`src/rtl/por_timer_pkg.sv`:
```
package por_timer_pkg;

  typedef enum logic [1:0] {
    PH_IDLE  = 2'b00,
    PH_COUNT = 2'b01,
    PH_DONE  = 2'b10
  } phase_e;

  // Number of clock cycles in a delay of ms milliseconds at hz hertz.
  function automatic longint unsigned ms_to_cycles(longint unsigned ms,
                                                   longint unsigned hz);
    return ms * (hz / 1000);
  endfunction

  function automatic longint unsigned max4(longint unsigned a, longint unsigned b,
                                           longint unsigned c, longint unsigned d);
    longint unsigned m;
    m = a;
    if (b > m) m = b;
    if (c > m) m = c;
    if (d > m) m = d;
    return m;
  endfunction

endpackage

```
`src/rtl/por_supply_sync.sv`:
```
// Brings supply-good into the clock domain. The clear is asynchronous and
// active low on supply_ok itself; the release ripples through STAGES flops.
module por_supply_sync #(
  parameter int STAGES = 2
) (
  input  logic clk,
  input  logic supply_ok,
  output logic good_sync
);

  logic [STAGES-1:0] sh_q;
  logic [STAGES-1:0] sh_nx;

  always_comb begin
    sh_nx    = sh_q << 1;
    sh_nx[0] = 1'b1;
  end

  always_ff @(posedge clk or negedge supply_ok) begin
    if (!supply_ok) sh_q <= '0;
    else            sh_q <= sh_nx;
  end

  assign good_sync = sh_q[STAGES-1];

endmodule

```
`src/rtl/por_delay_select.sv`:
```
// Turns the two-bit select code into a terminal count.
module por_delay_select #(
  parameter int                   CW     = 8,
  parameter logic [3:0][CW-1:0]   LIMITS = '0
) (
  input  logic [1:0]    sel,
  output logic [CW-1:0] limit
);

  logic [CW-1:0] tbl [4];

  for (genvar g = 0; g < 4; g++) begin : g_tbl
    assign tbl[g] = LIMITS[g];
  end

  assign limit = tbl[sel];

endmodule

```
`src/rtl/por_hold_counter.sv`:
```
// Phase machine and counter. It is held in reset while the synchronised
// supply-good is low. It latches the terminal count when a count starts.
module por_hold_counter #(
  parameter int CW = 8
) (
  input  logic          clk,
  input  logic          run_n,
  input  logic [CW-1:0] limit_in,
  output logic          done,
  output logic          counting,
  output logic [CW-1:0] held_limit
);
  import por_timer_pkg::*;

  phase_e        phase_q, phase_nx;
  logic [CW-1:0] cnt_q, cnt_nx;
  logic [CW-1:0] lim_q, lim_nx;
  logic          cnt_en, lim_en;

  always_comb begin
    phase_nx = phase_q;
    cnt_nx   = cnt_q;
    lim_nx   = lim_q;
    cnt_en   = 1'b0;
    lim_en   = 1'b0;
    unique case (phase_q)
      PH_IDLE: begin
        phase_nx = PH_COUNT;
        cnt_nx   = CW'(1);
        cnt_en   = 1'b1;
        lim_nx   = limit_in;
        lim_en   = 1'b1;
      end
      PH_COUNT: begin
        if (cnt_q == lim_q) begin
          phase_nx = PH_DONE;
        end else begin
          cnt_nx = cnt_q + CW'(1);
          cnt_en = 1'b1;
        end
      end
      PH_DONE:  phase_nx = PH_DONE;
      default:  phase_nx = PH_IDLE;
    endcase
  end

  always_ff @(posedge clk or negedge run_n) begin
    if (!run_n) phase_q <= PH_IDLE;
    else        phase_q <= phase_nx;
  end

  always_ff @(posedge clk or negedge run_n) begin
    if (!run_n)      cnt_q <= '0;
    else if (cnt_en) cnt_q <= cnt_nx;
  end

  always_ff @(posedge clk or negedge run_n) begin
    if (!run_n)      lim_q <= '0;
    else if (lim_en) lim_q <= lim_nx;
  end

  assign done       = (phase_q == PH_DONE);
  assign counting   = (phase_q == PH_COUNT);
  assign held_limit = lim_q;

endmodule

```
`src/rtl/por_delay_timer.sv`:
```
module por_delay_timer #(
  parameter longint unsigned CLK_HZ      = 50_000_000,
  parameter longint unsigned DLY0_MS     = 50,
  parameter longint unsigned DLY1_MS     = 100,
  parameter longint unsigned DLY2_MS     = 200,
  parameter longint unsigned DLY3_MS     = 300,
  parameter int              SYNC_STAGES = 2
) (
  input  logic       clk,
  input  logic       supply_ok,
  input  logic [1:0] dly_sel,
  output logic       por_o
);
  import por_timer_pkg::*;

  localparam longint unsigned C0   = ms_to_cycles(DLY0_MS, CLK_HZ);
  localparam longint unsigned C1   = ms_to_cycles(DLY1_MS, CLK_HZ);
  localparam longint unsigned C2   = ms_to_cycles(DLY2_MS, CLK_HZ);
  localparam longint unsigned C3   = ms_to_cycles(DLY3_MS, CLK_HZ);
  localparam longint unsigned CMAX = max4(C0, C1, C2, C3);
  localparam int              CW   = $clog2(CMAX + 1);
  localparam logic [3:0][CW-1:0] LIMITS = {CW'(C3), CW'(C2), CW'(C1), CW'(C0)};

  logic          good_sync;
  logic [CW-1:0] sel_limit;
  logic          done_w;
  logic          counting_w;
  logic [CW-1:0] held_limit_w;

  por_supply_sync #(.STAGES(SYNC_STAGES)) u_sync (
    .clk       (clk),
    .supply_ok (supply_ok),
    .good_sync (good_sync)
  );

  por_delay_select #(.CW(CW), .LIMITS(LIMITS)) u_sel (
    .sel   (dly_sel),
    .limit (sel_limit)
  );

  por_hold_counter #(.CW(CW)) u_cnt (
    .clk        (clk),
    .run_n      (good_sync),
    .limit_in   (sel_limit),
    .done       (done_w),
    .counting   (counting_w),
    .held_limit (held_limit_w)
  );

  // Combinational with supply_ok, so a drop shows at once and the output
  // is defined before the first edge.
  assign por_o = ~(supply_ok & done_w);

endmodule

```
`config.mk`:
```
export PLATFORM = sky130hd
export DESIGN_NAME = por_delay_timer
export DESIGN_NICKNAME = d
export VERILOG_FILES = /design/src/rtl/por_timer_pkg.sv /design/src/rtl/por_supply_sync.sv /design/src/rtl/por_delay_select.sv /design/src/rtl/por_hold_counter.sv /design/src/rtl/por_delay_timer.sv
export SDC_FILE = /design/constraint.sdc
export NUM_CORES = 1
export LEC_CHECK = 0
export BUFFER_PORTS_ARGS = -buffer_cell sky130_fd_sc_hd__buf_4
export CAP_MARGIN = 20
export CORE_AREA = 2 2 76 78
export DETAILED_ROUTE_END_ITERATION = 6
export DIE_AREA = 0 0 78 80
export HOLD_SLACK_MARGIN = 0.05
export SETUP_SLACK_MARGIN = 0.15
export SYNTH_ARGS = -nofsm -noshare
export SYNTH_HDL_FRONTEND = slang
export SYNTH_SLANG_ARGS = --single-unit
```
`constraint.sdc`:
```
create_clock -name clk -period 1.4 [get_ports clk]
set_input_delay 0.14 -clock clk [delete_from_list [all_inputs] [get_ports clk]]
set_output_delay 0.14 -clock clk [all_outputs]
set_load 0.05 [all_outputs]
```
==> impl_metrics.py <==
metrics = {
    "outcome": {
        "status": "finished with violations",
        "violations": "setup timing",
    },
    "finish": {
        "layout.nets": 306,
        "final_common_cell": "buf_4",
        "fin_cells": 364,
        "drive_gt1_frac": 0.4760,
        "insertedDiodeCount": 0,
        "final_cell_mix": "buf_4, dfrtp_1, buf_6",
        "final_core_util": 0.6118,
        "area_growth_pct": 51.37,
    },
    "floorplanning": {
        "die_area_um2": 6240,
        "initial_core_util": 0.4042,
        "core_um2": 5405,
        "die_w_um": 78,
        "core.rowCount": 27,
        "die_y_um": 80,
        "io_pins": 5,
    },
    "critical_path": {
        "path_class": "flip-flop to flip-flop",
        "worstReg2RegEnd": "u_cnt.phase_q[0]",
        "startpoint": "u_cnt.cnt_q[6]",
        "reg2reg_from": "u_cnt.cnt_q[6]",
        "cp_slowest_cell": "or4_4",
        "cp-start-kind": "flip-flop",
        "worstRegToRegCells": 4,
        "endpoint_kind": "flip-flop",
        "arrival_ps": 2020,
        "critPathRequiredTime_ps": 1570,
        "max_stage_delay_ps": 530,
        "reg2reg_slack_ps": -450,
        "crit_fanout": 3,
        "cp_cell_sequence": "or4_4, a221oi_4, a21o_4, mux2_4",
    },
    "sta": {
        "period_minus_slack_ps": 1851,
        "setup_viol": 22,
        "max_clock_freq_mhz": 540.3,
        "drv_slew": 0,
        "postLayoutSetupSlackWorst_ps": -450.8,
        "period_share": 1.322,
        "clock_skew_ps": 7.136,
        "hold_viol_final": 0,
        "rsz0062_at_grt": "true",
    },
    "yosys": {
        "synth.distinct_cells": 41,
        "yosys_warnings": 0,
        "synthesis.area_um2": 2185,
        "ys_seq_elements": 38,
        "ys_seq_area_frac": 0.4353,
        "dominantRegCellSynth": "dfrtp_1",
        "async_flop_share": 1.000,
        "synth-edff-count": 0,
        "synth_nets": 237,
        "syn-mean-instance-area_um2": 9.796,
        "netlist_instances": 223,
    },
    "flow_run": {
        "maxCapViolations": 0,
    },
    "global_route": {
        "grt_max_degree": 37,
        "antenna_found_initial": 0,
        "track_usage": 0.2003,
        "grt_pass1_wl_um": 9563,
        "overflow": 0,
        "grt_pass1_vias": 1908,
    },
    "power_and_ir_drop": {
        "total_power_uw": 1958,
        "cellPowerDensity_nw_per_um2": 592.0,
        "power_leakage_uw": 0.001468,
        "peakVddDrop_v": 0.0005946,
    },
    "cts": {
        "cts_tree": "yes",
        "cts_root_buffer": "clkbuf_8",
        "htree_num_levels": 2,
        "clk_pin_slew_ps": 70,
        "cts_buffers": 5,
        "clock_path_buffers": 2,
        "clk_latency_ps": 290,
        "cts.sinks": 38,
    },
    "routing": {
        "ant_nets": 0,
        "drc": 0,
        "vias": 1944,
        "finalWirelength_um": 5801,
        "wl_per_cell_um": 15.94,
        "vias_per_cell": 5.341,
        "firstDrtPassIters": 4,
        "drt_iter0_drc": 64,
    },
    "place": {
        "dp_slack_ps": -442.5,
        "post-dp-hpwl_um": 3698,
        "place.port_buffers": 4,
        "globalplace.congestion": 0.7719,
        "placed_cells": 334,
    },
    "worst_hold_path": {
        "hold_start": "dly_sel[1]",
        "min_path_type": "primary input to flip-flop",
        "hold_end": "u_cnt.held_limit[15]",
        "holdPathStages": 2,
    },
}
## cells in the mapped netlist (2+ instances only)
| cell type | count | area, µm² |
|---|---|---|
| a21oi_1 | 8 | 40.04 |
| a31oi_1 | 3 | 18.77 |
| and3_1 | 7 | 43.79 |
| buf_2 | 2 | 10.01 |
| clkbuf_1 | 9 | 33.78 |
| dfrtp_1 | 38 | 950.9 |
| ha_1 | 10 | 125.1 |
| inv_1 | 10 | 37.54 |
| mux2_2 | 6 | 67.56 |
| mux2_4 | 2 | 30.03 |
| mux2i_1 | 4 | 40.04 |
| nand2_1 | 18 | 67.56 |
| nand3_1 | 14 | 70.07 |
| nand4_1 | 7 | 43.79 |
| nor2_1 | 11 | 41.29 |
| nor3_1 | 6 | 30.03 |
| nor4_1 | 2 | 12.51 |
| nor4_4 | 2 | 42.54 |
| o21ai_0 | 20 | 100.1 |
| o22ai_1 | 10 | 62.56 |
| o31ai_1 | 3 | 22.52 |
| or3_1 | 3 | 18.77 |
| xnor2_1 | 4 | 35.03 |
| xor2_1 | 7 | 61.31 |
## report_power, final
group	switching (µW)	internal, µW
registers	15.4	1120
logic	61.5	56.4
clock network	372	334
total	449	1510
## worst max-delay path: cells and delay by family, from the launching register on
family | cells | cell delay [ps]
AO/OA/AOI/OAI | 2 | 520
AND/OR/NAND/NOR | 1 | 530
flip-flops | 1 | 400
multiplexers | 1 | 290
## area by class of cell
cell class,instances,area (µm²)
Sequential cell,38,955.9
Clock inverter,2,10.01
Timing Repair Buffer,75,720.7
Inverter,10,50.05
Clock buffer,5,68.82
Tap cell,72,90.09
Multi-Input combinational cell,162,1411
Fill cell,466,2098
## registers in the layout (all words and copies together) (netlist names)
register          count
u_cnt.cnt_q          24
u_cnt.held_limit     10
u_cnt.phase_q         2
u_sync.sh_q           2
## how the worst max path moves through the flow
stage | end | slack [ps]
after floorplan | u_cnt.phase_q[0] | -410
after global placement | u_cnt.phase_q[1] | -390
after detailed placement | u_cnt.phase_q[1] | -440
after CTS | u_cnt.phase_q[0] | -450
after global routing | u_cnt.phase_q[0] | -510
final | u_cnt.phase_q[0] | -450
## layer usage
metal  vias up  GRT usage  routed length [µm]
li1        943          -                   -
met1       962     0.2630                2694
met2        29     0.3319                2822
met3        10    0.03620                 135
met4         0    0.07193                 149
met5         -          0                   0
## kinds of logic (layout without fill, tap and decap cells)
logic type	after synthesis	count (layout)	share of synthesized area
AOI/OAI and AO/OA	52	52	0.1621
xor gates and xnor gates	11	11	0.04410
adders and majority gates	10	10	0.05727
buffers and inverters	23	92	0.04123
DFF	38	38	0.4353
muxes	12	12	0.06300
other	1	1	0.001717
and+or+nand+nor	76	76	0.1953
## stage by stage
stage	TNS (ps)	hold slack (ps)	cell area, µm²
after floorplan	-2875	-155.6	2311
after global placement	-4485	-72.99	2704
after detailed placement	-4911	-71.33	2704
after CTS	-4808	104.6	3176
after global routing	-7004	103.4	3307
final	-5228	110.4	3307
## what timing repair did
item / in CTS / in global routing
buffers inserted: 15 / 6
hold endpoints to repair: 2 / 0
hold buffers: 1 / 0
pin swaps: 22 / 20
endpoints found under the setup margin: 32 / 36
gates cloned: 1 / 0
resized for setup: 66 / 23
Note: power is estimated with default switching activity, not from simulation.
